===== config.mk =====
export PLATFORM = sky130hd
export DESIGN_NAME = seq_lock_top
export DESIGN_NICKNAME = d
export VERILOG_FILES = /design/src/rtl/seq_lock_pkg.sv /design/src/rtl/seq_lock_sync.sv /design/src/rtl/seq_lock_strobe.sv /design/src/rtl/seq_lock_history.sv /design/src/rtl/seq_lock_match.sv /design/src/rtl/seq_lock_top.sv
export SDC_FILE = /design/constraint.sdc
export NUM_CORES = 1
export LEC_CHECK = 0
export BUFFER_PORTS_ARGS = -buffer_cell sky130_fd_sc_hd__buf_2
export CORE_UTILIZATION = 30
export DETAILED_ROUTE_END_ITERATION = 16
export PLACE_DENSITY = 0.51
export SLEW_MARGIN = 5
export SYNTH_ARGS = -nofsm -noshare
export SYNTH_HDL_FRONTEND = slang
export SYNTH_SLANG_ARGS = --single-unit

===== constraint.sdc =====
create_clock -name clk -period 2.1 [get_ports clk]
set_input_delay 0.525 -clock clk [delete_from_list [all_inputs] [get_ports clk]]
set_output_delay 0.525 -clock clk [all_outputs]
set_load 0.1 [all_outputs]

===== src/rtl/seq_lock_pkg.sv =====
// Shared defaults for the press-order lock.
// Assumes NUM_KEYS >= NUM_TRACKED and HIST_DEPTH >= 2.
package seq_lock_pkg;
    localparam int unsigned KEYS_DEFAULT    = 10;
    localparam int unsigned TRACKED_DEFAULT = 8;
    localparam int unsigned DEPTH_DEFAULT   = 8;
endpackage


===== src/rtl/seq_lock_sync.sv =====
// Two-flop synchronizer for the active-low key lines.
// Produces an active-high "pressed" vector. Assumes keys are debounced upstream.
module seq_lock_sync #(
    parameter int unsigned W = seq_lock_pkg::KEYS_DEFAULT
) (
    input  logic         clk,
    input  logic         rst_n,
    input  logic [W-1:0] key_n,
    output logic [W-1:0] pressed
);
    logic [W-1:0] meta_n;
    logic [W-1:0] stable_n;

    // Two-stage capture; reset value means "no key down".
    always_ff @(posedge clk) begin
        if (!rst_n) begin
            meta_n   <= '1;
            stable_n <= '1;
        end else begin
            meta_n   <= key_n;
            stable_n <= meta_n;
        end
    end

    assign pressed = ~stable_n;
endmodule


===== src/rtl/seq_lock_strobe.sv =====
// Makes the single-cycle step pulse on the first cycle any key is down.
// Assumes the input is already synchronized to clk.
module seq_lock_strobe #(
    parameter int unsigned W = seq_lock_pkg::KEYS_DEFAULT
) (
    input  logic         clk,
    input  logic         rst_n,
    input  logic [W-1:0] pressed,
    output logic         strobe
);
    logic any_down;
    logic any_down_q;

    // Any-key condition over every line, tracked or not.
    assign any_down = |pressed;

    // Remember the previous any-key state to find the new-press edge.
    always_ff @(posedge clk) begin
        if (!rst_n) any_down_q <= 1'b0;
        else        any_down_q <= any_down;
    end

    assign strobe = any_down & ~any_down_q;
endmodule


===== src/rtl/seq_lock_history.sv =====
// Per-key serial-in/parallel-out history shifters, all stepped by one strobe.
// Bit 0 of each shifter is the newest step. Assumes DEPTH >= 2.
module seq_lock_history #(
    parameter int unsigned TRACKED = seq_lock_pkg::TRACKED_DEFAULT,
    parameter int unsigned DEPTH   = seq_lock_pkg::DEPTH_DEFAULT,
    localparam int unsigned BITS   = TRACKED * DEPTH
) (
    input  logic               clk,
    input  logic               rst_n,
    input  logic               strobe,
    input  logic [TRACKED-1:0] key_in,
    output logic [BITS-1:0]    hist,
    output logic [BITS-1:0]    hist_next
);
    for (genvar k = 0; k < TRACKED; k++) begin : g_key
        logic [DEPTH-1:0] sr;
        logic [DEPTH-1:0] sr_next;

        // Shifted value: the key's own pressed bit enters at position 0.
        assign sr_next = {sr[DEPTH-2:0], key_in[k]};

        // Advance only on a step; clear on reset.
        always_ff @(posedge clk) begin
            if (!rst_n)      sr <= '0;
            else if (strobe) sr <= sr_next;
        end

        assign hist[k*DEPTH +: DEPTH]      = sr;
        assign hist_next[k*DEPTH +: DEPTH] = sr_next;
    end
endmodule


===== src/rtl/seq_lock_match.sv =====
// Evaluates all selected taps on each step and holds the result as unlock.
// Assumes tap_mask is stable around each step.
module seq_lock_match #(
    parameter int unsigned BITS = seq_lock_pkg::TRACKED_DEFAULT * seq_lock_pkg::DEPTH_DEFAULT
) (
    input  logic            clk,
    input  logic            rst_n,
    input  logic            strobe,
    input  logic [BITS-1:0] hist_next,
    input  logic [BITS-1:0] tap_mask,
    output logic            unlock
);
    logic all_met;

    // Every unselected tap passes; every selected tap must hold a 1.
    assign all_met = &(hist_next | ~tap_mask);

    // Load the verdict on each step, hold it otherwise.
    always_ff @(posedge clk) begin
        if (!rst_n)      unlock <= 1'b0;
        else if (strobe) unlock <= all_met;
    end
endmodule


===== src/rtl/seq_lock_top.sv =====
// Press-order combination lock: synchronizer, step pulse, histories, tap match.
// Keys at or above TRACKED only make steps. Assumes NUM_KEYS >= TRACKED.
module seq_lock_top #(
    parameter int unsigned NUM_KEYS = seq_lock_pkg::KEYS_DEFAULT,
    parameter int unsigned TRACKED  = seq_lock_pkg::TRACKED_DEFAULT,
    parameter int unsigned DEPTH    = seq_lock_pkg::DEPTH_DEFAULT,
    localparam int unsigned BITS    = TRACKED * DEPTH
) (
    input  logic                clk,
    input  logic                rst_n,
    input  logic [NUM_KEYS-1:0] key_n,
    input  logic [BITS-1:0]     tap_mask,
    output logic                unlock
);
    logic [NUM_KEYS-1:0] pressed;
    logic                strobe;
    logic [BITS-1:0]     hist;
    logic [BITS-1:0]     hist_next;

    seq_lock_sync #(.W(NUM_KEYS)) u_sync (
        .clk     (clk),
        .rst_n   (rst_n),
        .key_n   (key_n),
        .pressed (pressed)
    );

    seq_lock_strobe #(.W(NUM_KEYS)) u_strobe (
        .clk     (clk),
        .rst_n   (rst_n),
        .pressed (pressed),
        .strobe  (strobe)
    );

    seq_lock_history #(.TRACKED(TRACKED), .DEPTH(DEPTH)) u_hist (
        .clk       (clk),
        .rst_n     (rst_n),
        .strobe    (strobe),
        .key_in    (pressed[TRACKED-1:0]),
        .hist      (hist),
        .hist_next (hist_next)
    );

    seq_lock_match #(.BITS(BITS)) u_match (
        .clk       (clk),
        .rst_n     (rst_n),
        .strobe    (strobe),
        .hist_next (hist_next),
        .tap_mask  (tap_mask),
        .unlock    (unlock)
    );
endmodule


-- Yosys cells after proc, flatten, opt, wreduce, memory -nomap -nowiden
Cells that the tools add are included.
- bitwise operators: 5
- reduce and logical (&&, ||, !) cells: 2
- operators by type and width (kind ; number):
    64-bit inverter ; 1
    64-bit bitwise OR ; 1
    64-bit AND reduction ; 1
    10-bit inverter ; 1
    10-bit OR reduction ; 1
    1-bit AND ; 1
    1-bit inverter ; 1
- register bits: 78
- input bits: 76
- output and inout port bits: 1
- word-level logic and storage cells: 19

-- Logic depth before layout (Yosys ltp)
- word-level depth: 3
- depth in mapped cells: 7
- mapped depth without buffers: 5

-- By module
Synthesis repeated with hierarchy kept, for this count alone.
- cell total of the unflattened synthesis: 433
- area total of the unflattened synthesis: 4127.7 µm²
- modules (own cells, without submodules) (module ; instances ; cells an instance ; area an instance (µm²) ; seq. area each (µm²)):
    seq_lock_history ; 1 ; 270 ; 2931.6 ; 1281.2
    seq_lock_sync ; 1 ; 52 ; 578.1 ; 400.4
    seq_lock_match ; 1 ; 104 ; 565.5 ; 20.0
    seq_lock_strobe ; 1 ; 7 ; 52.6 ; 20.0

-- Worst setup path after synthesis
OpenSTA, ideal clock, no wires.
- kind: input port to flip-flop
- start: input port tap_mask[18]
- end: register u_match.unlock
- library setup time: 0.069 ns
- arrival time: 1.741 ns
- required time: 2.031 ns
- slack: 0.290 ns
- stages on the path: 5
- path buffers: 0
- cells stage by stage: or2b_1 > o2111ai_1 > or4_1 > or4_1 > o21ai_1
- word-level cells in the longest chain between the ends: 3
- ends and longest elaborated chain (what ; RTL line ; RTL):
    start: declaration ; seq_lock_top.sv:12 ; input logic [BITS-1:0] tap_mask,
    64-bit inverter ; seq_lock_match.sv:16 ; assign all_met = &(hist_next | ~tap_mask);
    64-bit bitwise OR ; seq_lock_match.sv:16 ;
    64-bit AND reduction ; seq_lock_match.sv:16 ;
    end signal: assignment ; seq_lock_match.sv:21 ; else if (strobe) unlock <= all_met;
    end: declaration ; seq_lock_match.sv:11 ; output logic unlock
No other way between the ends.
A chain may end at the register's enable or synchronous reset.

-- Worst setup path in the final report
- start: register u_hist.g_key[0].sr[2]
- end: register u_match.unlock
- word-level cells in the longest chain between the ends: 2
- ends and longest elaborated chain (what ; RTL line ; RTL):
    start: declaration ; seq_lock_history.sv:16 ; logic [DEPTH-1:0] sr;
    start signal: assignment ; seq_lock_history.sv:25 ; else if (strobe) sr <= sr_next;
    64-bit bitwise OR ; seq_lock_match.sv:16 ;
    64-bit AND reduction ; seq_lock_match.sv:16 ;
No other way between the ends.

==> impl_metrics.csv <==
group,metric,value,unit
routing,drtIter0Drc,124,
sta,slew-limit-headroom,65.1,%
critical_path,path_class,"reg -> reg",
die,initial_core_util,31.2,%
clocking,htree_num_levels,3,
synthesis,synth_seq_cells,78,
placement,io_buffer_count,76,
critical_path,required,2.38,ns
sta,worstMarginPinSlew,0.522,ns
die,die_x,106,um
cells_and_area,layout.nets,524,
cells_and_area,synthToLayoutAreaGrowth,22.8,%
power,swShare,27.4,%
power,combPwrFrac,11.8,%
clocking,cts_buffers,9,
clocking,cts_resized,0,
cells_and_area,num_antenna_cells,0,
critical_path,cpPeakStageDelay,0.53,ns
clocking,cts_sinks,78,
sta,final-hold-violation-count,0,
sta,period_share,94.6,%
synthesis,yosys_warnings,0,
routing,wire_per_inst,14.6,um
routing,ant_nets,0,
cells_and_area,layout_common_cells,"nand2_1 (108), dfxtp_1 (78), buf_2 (76)",
critical_path,worstPathArrival,2.26,ns
routing,drcViolationCount,0,
cells_and_area,design_area,0.00399,mm^2
power,irDropWorstVdd,0.423,mV
cells_and_area,drive_gt1_share,25.8,%
routing,vias,2714,
grt,grt.overflow.total,0,
sta,finClkSkew,0.00923,ns
power,p_leak,1.58,nW
routing,dr.pass1.iters,4,
critical_path,cp-end-kind,"flop",
sta,fin_crit,1.99,ns
synthesis,syn_nets,447,
sta,timing.fmax,503,MHz
power,p_int,2.25,mW
sta,slew_violations,0,
sta,setup_total_negative_slack,0,ns
critical_path,cp_cell_sequence,"nor2b_1 -> a2111oi_1 -> buf_4 -> nand4_1 -> or4_1 -> o21ai_1",
placement,place_area,0.00378,mm^2
min_path,min_path_type,"in -> reg",
synthesis,syn_inst,371,
sta,hold_ws,0.346,ns
synthesis,netlist_area,0.00325,mm^2
critical_path,crit_path_max_fanout,3,
clocking,clk_latency,0.35,ns
sta,setup_violations,0,
clocking,postCtsSetupRepairBufs,0,
placement,dpl.hpwl,6250,um
synthesis,syn_area_per_cell,8.76,um^2
job,cap_violations,0,
grt,grt_pass1_vias,2676,
clocking,cts_tree,"yes",
critical_path,worst_path_max_delay_cell,"a2111oi_1",
grt,grt_pass1_wl,13500,um
cells_and_area,mostFrequentLayoutCell,"nand2_1",
power,clkPwrFrac,37.8,%
critical_path,path_buf_inv,1,
routing,drt-total-wl,8630,um
grt,gr-usage-all-layers,16.1,%
clocking,hold_buffers,0,
synthesis,seq_area_frac_synth,48.1,%
status,run_status,"completed",
die,die-area,0.0112,mm^2
die,core-area,0.0104,mm^2
clocking,cts-root-buf,"clkbuf_8",
grt,grt_max_degree,62,
synthesis,synth.distinct_cells,26,
power,p_per_area,776,mW/mm^2
critical_path,startpoint_type,"flop",
die,fp-row-count,37,
routing,via_per_inst,4.61,
power,pwr-share-seq,50.4,%
die,die_h,106,um
power,p_switching,0.848,mW
grt,antenna_found_initial,0,
clocking,cts_buffer_depth,2,
power,total_power,3.10,mW
critical_path,crit_family,"compound AO/OA/AOI/OAI gates",
die,num_io_pins,77,
placement,place.gp.congestion,0.777,
clocking,clkTransAtPathRegs,0.09,ns
sta,rsz0062_at_grt,"false",
## worst paths after layout
kind / from / cells after the start / slack [ns] / endpoint
min: key_n[4] / 2 / 0.35 / u_sync.meta_n[4]
max: u_hist.g_key[0].sr[2] / 6 / 0.11 / u_match.unlock
min reg2reg: u_sync.meta_n[1] / 1 / 0.41 / u_sync.stable_n[1]
max reg2reg: u_hist.g_key[0].sr[2] / 6 / 0.11 / u_match.unlock
## final cells by class
| class | count | area (um^2) |
|---|---|---|
| clock buffer | 9 | 124 |
| clock inverter | 7 | 80.1 |
| fill | 1121 | 6430 |
| inverter | 12 | 45.0 |
| multi-input combinational | 261 | 1540 |
| sequential | 78 | 1560 |
| tap | 136 | 170 |
| timing repair buffer | 86 | 468 |
## routing by layer
metal  GRT usage (%)  share of wire (%)  up-vias
met2            25.6                 46       65
met1            21.5                 48     1266
met3            2.76                4.2       11
met4            7.14                1.8        0
met5               0                  0        -
li1                -                  -     1372
## worst reg2reg max path: stages, from the launching register on
cell	delay, ns
dfxtp_1	0.37
nor2b_1	0.08
a2111oi_1	0.53
buf_4	0.20
nand4_1	0.09
or4_1	0.51
o21ai_1	0.15
## cell families after synthesis
group / after synthesis / share of synthesized area, %
AND/OR/NAND/NOR: 188 / 28.3
buffers and inverters: 32 / 4.74
AO/OA/AOI/OAI: 73 / 18.9
flip-flops: 78 / 48.1
## Yosys cell counts (all sizes together)
master / n / area (um^2)
o2111ai: 4 / 35.0
inv: 12 / 45.0
clkbuf: 14 / 72.6
or2b: 8 / 68.8
and2b: 1 / 7.51
a21oi: 2 / 10.0
nor2b: 38 / 238
dfxtp: 78 / 1560
nand2: 108 / 405
o211a: 6 / 60.1
o21ai: 1 / 5.00
nor2: 3 / 11.3
nand4: 5 / 31.3
nand2b: 20 / 125
buf: 6 / 36.3
nor3: 1 / 5.00
nand3: 1 / 5.00
or2: 1 / 6.26
a2111oi: 12 / 144
a21boi: 48 / 360
or4: 2 / 15.0
## state kept, by name, indices dropped and copies added, names as in the netlist
| signal | count |
|---|---|
| u_sync.meta_n | 10 |
| u_strobe.any_down_q | 1 |
| u_match.unlock | 1 |
| u_hist.g_key.sr | 56 |
| u_sync.stable_n | 10 |
## stage by stage
step                instances  utilization (%)  setup slack [ns]
floorplan                 371                -             0.290
global placement          573             36.3            -0.267
detailed placement        573             36.3            -0.191
CTS                       589             38.3             0.103
global route              589             38.3            0.0240
finish                    589             38.3             0.114
## power by group through the flow
stage | combinational (mW) | sequential, mW | clock (mW)
3_3_place_gp | 0.369 | 1.59 | 0
2_1_floorplan | 0.224 | 1.58 | 0
5_1_grt | 0.404 | 1.57 | 1.28
4_1_cts | 0.371 | 1.56 | 1.21
3_5_place_dp | 0.371 | 1.60 | 0
6_report | 0.365 | 1.56 | 1.17
No activity file was read; power rests on OpenSTA's default activity.
